$ cat src/rtl/cmx_pkg.sv
package cmx_pkg;

    // Scale a real coefficient by 2^bp and round to the nearest integer,
    // halves going away from zero.
    function automatic longint quant_coef(real v, int bp);
        real s;
        s = v;
        for (int i = 0; i < bp; i++) begin
            s = s * 2.0;
        end
        if (s >= 0.0) begin
            return longint'($rtoi($floor(s + 0.5)));
        end
        return -longint'($rtoi($floor(-s + 0.5)));
    endfunction

endpackage

$ cat src/rtl/cmx_vld_pipe.sv
module cmx_vld_pipe #(
    parameter int DEPTH = 4
) (
    input  logic clk,
    input  logic rst_n,
    input  logic en,
    input  logic clr,
    input  logic vld_in,
    output logic vld_out
);
    localparam int CNT_W = $clog2(DEPTH + 1);

    logic [DEPTH-1:0] stg_d, stg_q;

    always_comb begin
        stg_d = stg_q;
        if (clr) begin
            stg_d = '0;
        end else begin
            stg_d = {stg_q[DEPTH-2:0], vld_in};
        end
    end

    always_ff @(posedge clk or negedge rst_n) begin
        if (!rst_n) begin
            stg_q <= '0;
        end else if (en) begin
            stg_q <= stg_d;
        end
    end

    assign vld_out = stg_q[DEPTH-1];

    // Number of uninterrupted enabled, non-clearing edges, saturating at DEPTH.
    logic [CNT_W-1:0] run_d, run_q;

    always_comb begin
        run_d = run_q;
        if (!en || clr) begin
            run_d = '0;
        end else if (run_q < CNT_W'(DEPTH)) begin
            run_d = run_q + 1'b1;
        end
    end

    always_ff @(posedge clk or negedge rst_n) begin
        if (!rst_n) begin
            run_q <= '0;
        end else begin
            run_q <= run_d;
        end
    end

    AST_VLD_DELAY: assert property (@(posedge clk) disable iff (!rst_n)
        (run_q == CNT_W'(DEPTH)) |-> (vld_out == $past(vld_in, DEPTH)));

endmodule

$ cat src/rtl/cmx_lane.sv
module cmx_lane #(
    parameter int IN_W   = 8,
    parameter int COEF_W = 18,
    parameter logic signed [COEF_W-1:0] C0 = '0,
    parameter logic signed [COEF_W-1:0] C1 = '0,
    parameter logic signed [COEF_W-1:0] C2 = '0,
    parameter logic signed [IN_W+COEF_W+1:0] OFF = '0
) (
    input  logic                      clk,
    input  logic                      rst_n,
    input  logic                      en,
    input  logic                      clr,
    input  logic signed [IN_W:0]      x0,
    input  logic signed [IN_W:0]      x1,
    input  logic signed [IN_W:0]      x2,
    output logic [IN_W+COEF_W+1:0]    y
);
    localparam int X_W    = IN_W + 1;
    localparam int P_W    = X_W + COEF_W;
    localparam int FULL_W = IN_W + COEF_W + 2;

    typedef struct packed {
        logic signed [P_W-1:0]    p0;
        logic signed [P_W-1:0]    p1;
        logic signed [P_W-1:0]    p2;
        logic signed [FULL_W-1:0] s01;
        logic signed [P_W-1:0]    p2d;
        logic signed [FULL_W-1:0] acc;
    } lane_t;

    lane_t st_d, st_q;

    always_comb begin
        st_d = st_q;
        if (clr) begin
            st_d = '0;
        end else begin
            st_d.p0  = P_W'(x0) * P_W'(C0);
            st_d.p1  = P_W'(x1) * P_W'(C1);
            st_d.p2  = P_W'(x2) * P_W'(C2);
            st_d.s01 = FULL_W'(st_q.p0) + FULL_W'(st_q.p1);
            st_d.p2d = st_q.p2;
            st_d.acc = st_q.s01 + FULL_W'(st_q.p2d) + OFF;
        end
    end

    always_ff @(posedge clk or negedge rst_n) begin
        if (!rst_n) begin
            st_q <= '0;
        end else if (en) begin
            st_q <= st_d;
        end
    end

    assign y = st_q.acc;

    logic signed [FULL_W+1:0] wide_sum;
    assign wide_sum = (FULL_W+2)'(st_q.s01) + (FULL_W+2)'(st_q.p2d) + (FULL_W+2)'(OFF);

    AST_NO_OVERFLOW: assert property (@(posedge clk) disable iff (!rst_n)
        (en && !clr) |-> (wide_sum[FULL_W+1:FULL_W-1] == {3{wide_sum[FULL_W-1]}}));

endmodule

$ cat src/rtl/color_matrix_conv.sv
module color_matrix_conv #(
    parameter int  IN_W      = 8,
    parameter bit  IN_SIGNED = 1'b0,
    parameter int  COEF_W    = 18,
    parameter int  BPOINT    = 10,
    parameter real M00 = 0.257,  parameter real M01 = 0.504,  parameter real M02 = 0.098,  parameter real M03 = 16.0,
    parameter real M10 = -0.148, parameter real M11 = -0.291, parameter real M12 = 0.439,  parameter real M13 = 128.0,
    parameter real M20 = 0.439,  parameter real M21 = -0.368, parameter real M22 = -0.071, parameter real M23 = 128.0
) (
    input  logic                     clk,
    input  logic                     rst_n,
    input  logic                     clk_en,
    input  logic                     sync_clr,
    input  logic                     in_vld,
    input  logic [IN_W-1:0]          in_c0,
    input  logic [IN_W-1:0]          in_c1,
    input  logic [IN_W-1:0]          in_c2,
    output logic                     out_vld,
    output logic [IN_W+COEF_W+1:0]   out_c0,
    output logic [IN_W+COEF_W+1:0]   out_c1,
    output logic [IN_W+COEF_W+1:0]   out_c2
);
    localparam int X_W     = IN_W + 1;
    localparam int FULL_W  = IN_W + COEF_W + 2;
    localparam int LATENCY = 4;

    function automatic real coef_at(int r, int c);
        case (r * 4 + c)
            0:  return M00;
            1:  return M01;
            2:  return M02;
            3:  return M03;
            4:  return M10;
            5:  return M11;
            6:  return M12;
            7:  return M13;
            8:  return M20;
            9:  return M21;
            10: return M22;
            default: return M23;
        endcase
    endfunction

    typedef struct packed {
        logic signed [X_W-1:0] a;
        logic signed [X_W-1:0] b;
        logic signed [X_W-1:0] c;
    } pix_t;

    pix_t ext, pix_d, pix_q;

    generate
        if (IN_SIGNED) begin : g_sext
            assign ext = '{a: {in_c0[IN_W-1], in_c0},
                           b: {in_c1[IN_W-1], in_c1},
                           c: {in_c2[IN_W-1], in_c2}};
        end else begin : g_zext
            assign ext = '{a: {1'b0, in_c0},
                           b: {1'b0, in_c1},
                           c: {1'b0, in_c2}};
        end
    endgenerate

    always_comb begin
        pix_d = pix_q;
        if (sync_clr) begin
            pix_d = '0;
        end else begin
            pix_d = ext;
        end
    end

    always_ff @(posedge clk or negedge rst_n) begin
        if (!rst_n) begin
            pix_q <= '0;
        end else if (clk_en) begin
            pix_q <= pix_d;
        end
    end

    logic [FULL_W-1:0] row_y [3];

    for (genvar r = 0; r < 3; r++) begin : g_row
        localparam logic signed [COEF_W-1:0] K0 = COEF_W'(cmx_pkg::quant_coef(coef_at(r, 0), BPOINT));
        localparam logic signed [COEF_W-1:0] K1 = COEF_W'(cmx_pkg::quant_coef(coef_at(r, 1), BPOINT));
        localparam logic signed [COEF_W-1:0] K2 = COEF_W'(cmx_pkg::quant_coef(coef_at(r, 2), BPOINT));
        localparam logic signed [FULL_W-1:0] KO = FULL_W'(cmx_pkg::quant_coef(coef_at(r, 3), BPOINT));

        cmx_lane #(
            .IN_W   (IN_W),
            .COEF_W (COEF_W),
            .C0     (K0),
            .C1     (K1),
            .C2     (K2),
            .OFF    (KO)
        ) u_lane (
            .clk   (clk),
            .rst_n (rst_n),
            .en    (clk_en),
            .clr   (sync_clr),
            .x0    (pix_q.a),
            .x1    (pix_q.b),
            .x2    (pix_q.c),
            .y     (row_y[r])
        );
    end

    cmx_vld_pipe #(
        .DEPTH (LATENCY)
    ) u_vld (
        .clk     (clk),
        .rst_n   (rst_n),
        .en      (clk_en),
        .clr     (sync_clr),
        .vld_in  (in_vld),
        .vld_out (out_vld)
    );

    assign out_c0 = row_y[0];
    assign out_c1 = row_y[1];
    assign out_c2 = row_y[2];

    AST_CLR_EMPTIES: assert property (@(posedge clk) disable iff (!rst_n)
        (clk_en && sync_clr) |=> (!out_vld && out_c0 == '0 && out_c1 == '0 && out_c2 == '0));

    AST_STALL_HOLDS: assert property (@(posedge clk) disable iff (!rst_n)
        !clk_en |=> ($stable(out_vld) && $stable(out_c0) && $stable(out_c1) && $stable(out_c2)));

endmodule

$ cat config.mk
export PLATFORM = sky130hd
export DESIGN_NAME = color_matrix_conv
export DESIGN_NICKNAME = d
export VERILOG_FILES = /design/src/rtl/cmx_pkg.sv /design/src/rtl/cmx_vld_pipe.sv /design/src/rtl/cmx_lane.sv /design/src/rtl/color_matrix_conv.sv
export SDC_FILE = /design/constraint.sdc
export NUM_CORES = 1
export LEC_CHECK = 0
export BUFFER_PORTS_ARGS = -buffer_cell sky130_fd_sc_hd__buf_2
export CORE_MARGIN = 4
export CORE_UTILIZATION = 50
export CTS_BUF_LIST = sky130_fd_sc_hd__clkbuf_4 sky130_fd_sc_hd__clkbuf_8
export CTS_CLUSTER_DIAMETER = 120
export DETAILED_ROUTE_END_ITERATION = 7
export GPL_TIMING_DRIVEN = 0
export PLACE_DENSITY = 0.65
export RECOVER_POWER = 50
export SYNTH_ARGS = -nofsm -noshare
export SYNTH_HDL_FRONTEND = slang
export SYNTH_HIERARCHICAL = 1
export SYNTH_SLANG_ARGS = --single-unit
$ cat constraint.sdc
create_clock -name clk -period 5.2 [get_ports clk]
set_input_delay 1.04 -clock clk [delete_from_list [all_inputs] [get_ports clk]]
set_output_delay 1.04 -clock clk [all_outputs]
set_load 0.02 [all_outputs]
==> results of run 1 <==
## area by class of cell
cell class,instances,area (um^2)
plain buffers,211,1240
inverters,530,1990
repair buffers,121,663
flip-flops and latches,401,10100
fillers,6443,31000
well taps,940,1180
diodes,1,2.50
multi-input cells,2596,22700
clock buffers,122,1520
clock inverters,9,100
## where the power goes
part / leakage (nW) / internal [mW] / switching [mW]
clock network: 0.858 / 1.93 / 1.40
logic: 14.6 / 3.75 / 4.75
registers: 5.31 / 3.87 / 0.621
total: 20.8 / 9.55 / 6.77
## layout by cell type, fill, tap and decap left out, drive strengths merged, types with 11 or more instances in the layout
cell,n
a211oi,36
a21o,86
a21oi,135
a22o,108
a31oi,25
a32o,16
and3,24
buf,235
clkbuf,219
conb,85
dfrtp,401
fa,162
ha,603
inv,529
mux2i,11
nand2,186
nand2b,29
nand3,46
nand3b,119
nand4,17
nor2,90
nor2b,25
nor3,32
o211ai,26
o21a,30
o21ai,238
o21bai,18
o22ai,20
o2bb2ai,11
o31ai,70
o32ai,19
or3,21
xnor2,119
xor2,58
## critical path, delay by kind of cell, from the launching register on
family | cells | cell delay (ps)
AOI/OAI and AO/OA | 6 | 1250
DFF | 1 | 640
adders and majority gates | 6 | 2760
buffers and inverters | 1 | 90
and+or+nand+nor | 1 | 60
## how the worst min path moves through the flow
stage,startpoint,to,slack (ps),cells after the start
2_1_floorplan,g_row[0].u_lane/st_q[60],g_row[0].u_lane/st_q[60],450,2
3_3_place_gp,g_row[1].u_lane/st_q[98],g_row[1].u_lane/st_q[98],460,2
3_5_place_dp,g_row[1].u_lane/st_q[98],g_row[1].u_lane/st_q[98],470,2
4_1_cts,rst_n,g_row[1].u_lane/st_q[100],280,1
5_1_grt,g_row[0].u_lane/st_q[143],g_row[0].u_lane/st_q[143],500,2
6_report,g_row[1].u_lane/st_q[98],g_row[1].u_lane/st_q[98],480,2
## state kept, by name, summed over array words and instances (netlist names)
name,count
g_row.u_lane/st_q,290
g_row.u_lane/y,83
pix_q,24
u_vld/stg_q,4
## logic make-up (layout without fill, tap and decap cells)
kind of cell    after synthesis  in the layout
compound gates              925            925
xor+xnor                    177            177
fa+ha+maj                   765            765
buf+inv                     741            993
flops                       401            401
mux                          15             15
other cells                   2             86
simple gates                629            629
## per-stage QoR
| step | util (%) | hold slack (ps) | power, mW | area [um^2] | setup WS (ps) |
|---|---|---|---|---|---|
| global placement | 53.5 | 462 | 12.9 | 37700 | -5230 |
| detailed placement | 53.7 | 467 | 13.0 | 37800 | -358 |
| finish | 56.0 | 479 | 16.3 | 39400 | 259 |
| CTS | 56.0 | 275 | 16.4 | 39400 | 7.25 |
| global route | 56.0 | 504 | 17.8 | 39400 | 17.1 |
| floorplan | - | 446 | 10.8 | 35900 | 522 |
## what timing repair did
item,CTS,global route
setup endpoints to repair,10,7
gates cloned,0,0
resized for setup,9,10
pin swaps,0,0
buffers inserted,0,5
## per-layer routing
layer  global-route usage [%]  routed length, um  share of wire [%]  up-vias
li1                         -                  -                  -    13200
met1                     33.7              42000                 47    13200
met2                     39.5              41400                 46      643
met3                     3.71               4580                5.1      126
met4                     6.12               2150                2.4        0
met5                        0                  0                  0        -
==> out/metrics.cfg, run 1 <==
[run_status]
status = finished with violations
failed_checks = capacitance limit, slew limit

[global_routing]
grt_overflow_total = 0
grt_max_degree = 119
grt_pass1_vias = 27200
groute.usage.overall_pct = 24.1
grt_first_pass_wirelength_um = 145000
antenna_found_initial = 2

[critical_path]
endpoint_kind = flop
r2r_cells = 14
timing.critical_path.to = g_row[1].u_lane/st_q[124]
r2r_slack_ps = 260
path_class = flop to flop
worstPathRequired_ps = 5720
path_common_cell = fa_1
worst-path-max-fanout = 16
crit_slowest_cell = dfrtp_4
crit_start = pix_q[16]
slowest_delay_ps = 640
crit_chain = ha_1 -> inv_1 -> fa_1 -> fa_1 -> fa_1 -> fa_1 -> ha_1 -> o21ai_1 -> a21boi_0 -> o21ai_1 -> a21boi_0 -> o21a_1 -> nor3_1 -> o41ai_1
rr_startpoint = pix_q[16]
critPathLaunchType = flop
arrival_ps = 5460
r2r_end = g_row[1].u_lane/st_q[124]

[floorplan]
dieWidth_um = 275
core_mm2 = 0.0704
ioPinCount = 114
row_count = 97
chipHeight_um = 275
start_util_pct = 50.6
fp.dieArea_mm2 = 0.0756

[synthesis]
yosys.cell_types.count = 97
synth_fa_ha_area_share_pct = 30.3
synthMuxAreaShare_pct = 0.435
synth_edf_count = 0
synth_most_common_cell = ha_1
synthDominantCellAreaShare_pct = 28.2
syn_area_per_cell_um2 = 9.75
synth_top_family_by_area = adder cells
synthTopCellsByArea = dfrtp_1 28%, ha_1 21%, fa_1 9.1%
synth-simple-area-share_pct = 9.40
ys_warn_count = 6
synth_area_mm2 = 0.0356
synth_compound_area_share_pct = 18.3
synth_xor_xnor_area_share_pct = 4.35
yosys-top-cells-count = 603 x ha_1, 529 x inv_1, 401 x dfrtp_1
ys_seq_area_share_pct = 28.2
netlist_instances = 3655
synthArstFlopShare_pct = 100
yosysTopAreaCell = dfrtp_1
synth-seq-cells = 401
synthFlopType = dfrtp_1

[cts]
htreeDepth = 3
clk_pin_slew_ps = 60
clock-root-buffer = clkbuf_8
cts_max_path_buffers = 3
clock_sinks = 401
tritoncts = built
holdBufCountCts = 0
cts_made_buffers = 75
insertion_delay_ps = 660

[final_layout]
finalNonFillerCells = 4931
syn_to_final_growth_pct = 10.6
drive_gt1_share_pct = 10.8
fin_nets = 4730

[drt]
drt_iter0_drc = 1610
ant_nets = 0
drt-total-wl_um = 90000
drt_first_pass_iters = 8
routed_wire_length_per_instance_um = 18.3
vias = 27200
avgViaCountPerCell = 5.52
drc = 0

[sta]
setup-violations-final = 0
finClkSkew_ps = 30.4
relSlewSlack_pct = -88.4
finalHoldViolCount = 0
finalCritPeriodShare_pct = 95.0
tns_ps = 0
rsz0062_at_grt = no
period_minus_slack_ps = 4940
fmax_ghz = 0.202
worst_slew_pin_slew_ps = 2830
slew_violations = 255

[placement]
place_congestion = 0.915
post-place-cells = 4794
hpwl_um = 68900
io_buffers = 112

[flow_run]
drv_cap = 4

[power_and_ir_drop]
power_density_mw_per_mm2 = 414
peakVddDrop_mv = 0.455
leakagePower_nw = 20.8

[hold_path]
holdCritPathClass = flop to flop

(Power assumes the default switching activity.)
==> inputs of run 2 (changes only) <==
Clock period 5.2 ns to 5.18 ns, I/O delays scaled along.
==> run 2 against run 1 <==
Net effect: the flow still finishes with violations (capacitance limit, slew limit); clock-buffer cell count unchanged; non-clock buffer count up 3; register-to-register slack worse by 20 ps; design area about the same; first-iteration DRC count up 1.2%.
==> out/metrics.cfg, run 2 (same netlist as run 1, synthesis figures left out) <==
[sta]
setup-violations-final = 0
rsz0062_at_grt = no
relSlewSlack_pct = -88.4
worst_slew_pin_slew_ps = 2830
fmax_ghz = 0.202
slew_violations = 255
period_minus_slack_ps = 4940
finalCritPeriodShare_pct = 95.4
finClkSkew_ps = 32.9
finalHoldViolCount = 0
tns_ps = 0

[critical_path]
crit_slowest_cell = fa_2
r2r_end = g_row[2].u_lane/st_q[125]
endpoint_kind = flop
r2r_slack_ps = 240
rr_startpoint = pix_q[13]
path_common_cell = inv_1
path_class = flop to flop
critPathLaunchType = flop
worstPathRequired_ps = 5720
crit_chain = inv_1 -> fa_2 -> inv_1 -> ha_1 -> inv_1 -> fa_1 -> inv_1 -> ha_1 -> ha_1 -> fa_1 -> a21o_1 -> a21oi_1 -> o21ai_1 -> o22ai_2 -> o21ai_0 -> or3_1 -> a32o_1
r2r_cells = 17
slowest_delay_ps = 610
arrival_ps = 5480
worst-path-max-fanout = 13

[final_layout]
fin_nets = 4733
syn_to_final_growth_pct = 10.7
largest_register = g_row.u_lane/st_q
largest_reg_flops = 290
drive_gt1_share_pct = 10.8
most-common-layout-cells = 603 x ha_1, 529 x inv_1, 390 x dfrtp_1, 218 x o21ai_0, 186 x nand2_1
fin_util_pct = 56.0
mostFrequentLayoutCell = ha_1

[global_routing]
grt_pass1_vias = 27200
antenna_found_initial = 2
grt_max_degree = 119
grt_overflow_total = 0
groute.usage.overall_pct = 24.1
grt_first_pass_wirelength_um = 145000

[cts]
clock_sinks = 401
clock-root-buffer = clkbuf_8
clk_pin_slew_ps = 60
htreeDepth = 3
insertion_delay_ps = 660
holdBufCountCts = 0
cts_max_path_buffers = 3
cts_made_buffers = 75
tritoncts = built

[floorplan]
ioPinCount = 114
fp.dieArea_mm2 = 0.0756
core_mm2 = 0.0704
chipHeight_um = 275
row_count = 97
start_util_pct = 50.6
dieWidth_um = 275

[power_and_ir_drop]
leakagePower_nw = 20.8
p_total_mw = 16.4
peakVddDrop_mv = 0.451
power_density_mw_per_mm2 = 415

[run_status]
failed_checks = capacitance limit, slew limit
status = finished with violations

[hold_path]
holdCritPathClass = flop to flop
min_path_cells = 2
hold_start = g_row[1].u_lane/st_q[98]
hold_end = g_row[1].u_lane/st_q[98]

[drt]
drt-total-wl_um = 90200
drt_first_pass_iters = 7
routed_wire_length_per_instance_um = 18.3
vias = 27100
ant_nets = 0
drt_iter0_drc = 1630
drc = 0
avgViaCountPerCell = 5.50

[placement]
place_congestion = 0.915
hpwl_um = 68900
io_buffers = 112

[flow_run]
drv_cap = 4

[run 2: repair_timing]
item	in CTS	in global routing
endpoints found under the setup margin	10	6
resized for setup	10	9
setup buffers	0	8
gates cloned	0	0
[run 2: how the worst max path moves through the flow]
stage,from,to,slack (ps),cells past startpoint
floorplan,pix_q[12],g_row[2].u_lane/st_q[125],500,17
global placement,rst_n,g_row[2].u_lane/y[15],-5250,1
detailed placement,pix_q[12],g_row[2].u_lane/st_q[125],-380,17
CTS,pix_q[13],g_row[2].u_lane/st_q[125],6,17
global route,pix_q[13],g_row[2].u_lane/st_q[125],6,17
finish,pix_q[13],g_row[2].u_lane/st_q[125],240,17
[run 2: metrics by stage]
| step | worst slack [ps] | area [um^2] | hold WS, ps | instances |
|---|---|---|---|---|
| finish | 241 | 39500 | 478 | 4934 |
| global route | 6.25 | 39500 | 504 | 4934 |
| CTS | 6.24 | 39400 | 271 | 4925 |
| detailed placement | -378 | 37800 | 467 | 4794 |
| global placement | -5250 | 37700 | 462 | 4790 |
| floorplan | 502 | 35900 | 446 | 3738 |
[run 2: layout make-up]
cell class	count	area, um^2
buffer	211	1240
antenna	1	2.50
tap	940	1180
clock buffer	122	1520
inverter	530	1990
multi-input combinational	2596	22700
sequential	401	10100
fill	6442	30900
timing repair buffer	124	686
clock inverter	9	100
[run 2: routing by layer]
| metal | vias to the layer above | track usage, % | routed length, um |
|---|---|---|---|
| li1 | 13200 | - | - |
| met1 | 13200 | 33.7 | 41900 |
| met2 | 602 | 39.5 | 41500 |
| met3 | 117 | 3.71 | 4740 |
| met4 | 0 | 6.12 | 1980 |
| met5 | - | 0 | 0 |
[run 2: power breakdown]
group / switching, mW / total [mW] / internal, mW
logic: 4.77 / 8.54 / 3.76
clock network: 1.41 / 3.35 / 1.94
registers: 0.622 / 4.51 / 3.88
total: 6.80 / 16.4 / 9.59
[run 2: worst max-delay path, delay by kind of cell (launching register included)]
kind	cells	cell delay (ps)
AOI/OAI and AO/OA	6	1200
DFF	1	600
buffers and inverters	4	350
and+or+nand+nor	1	330
adders and majority gates	6	2360
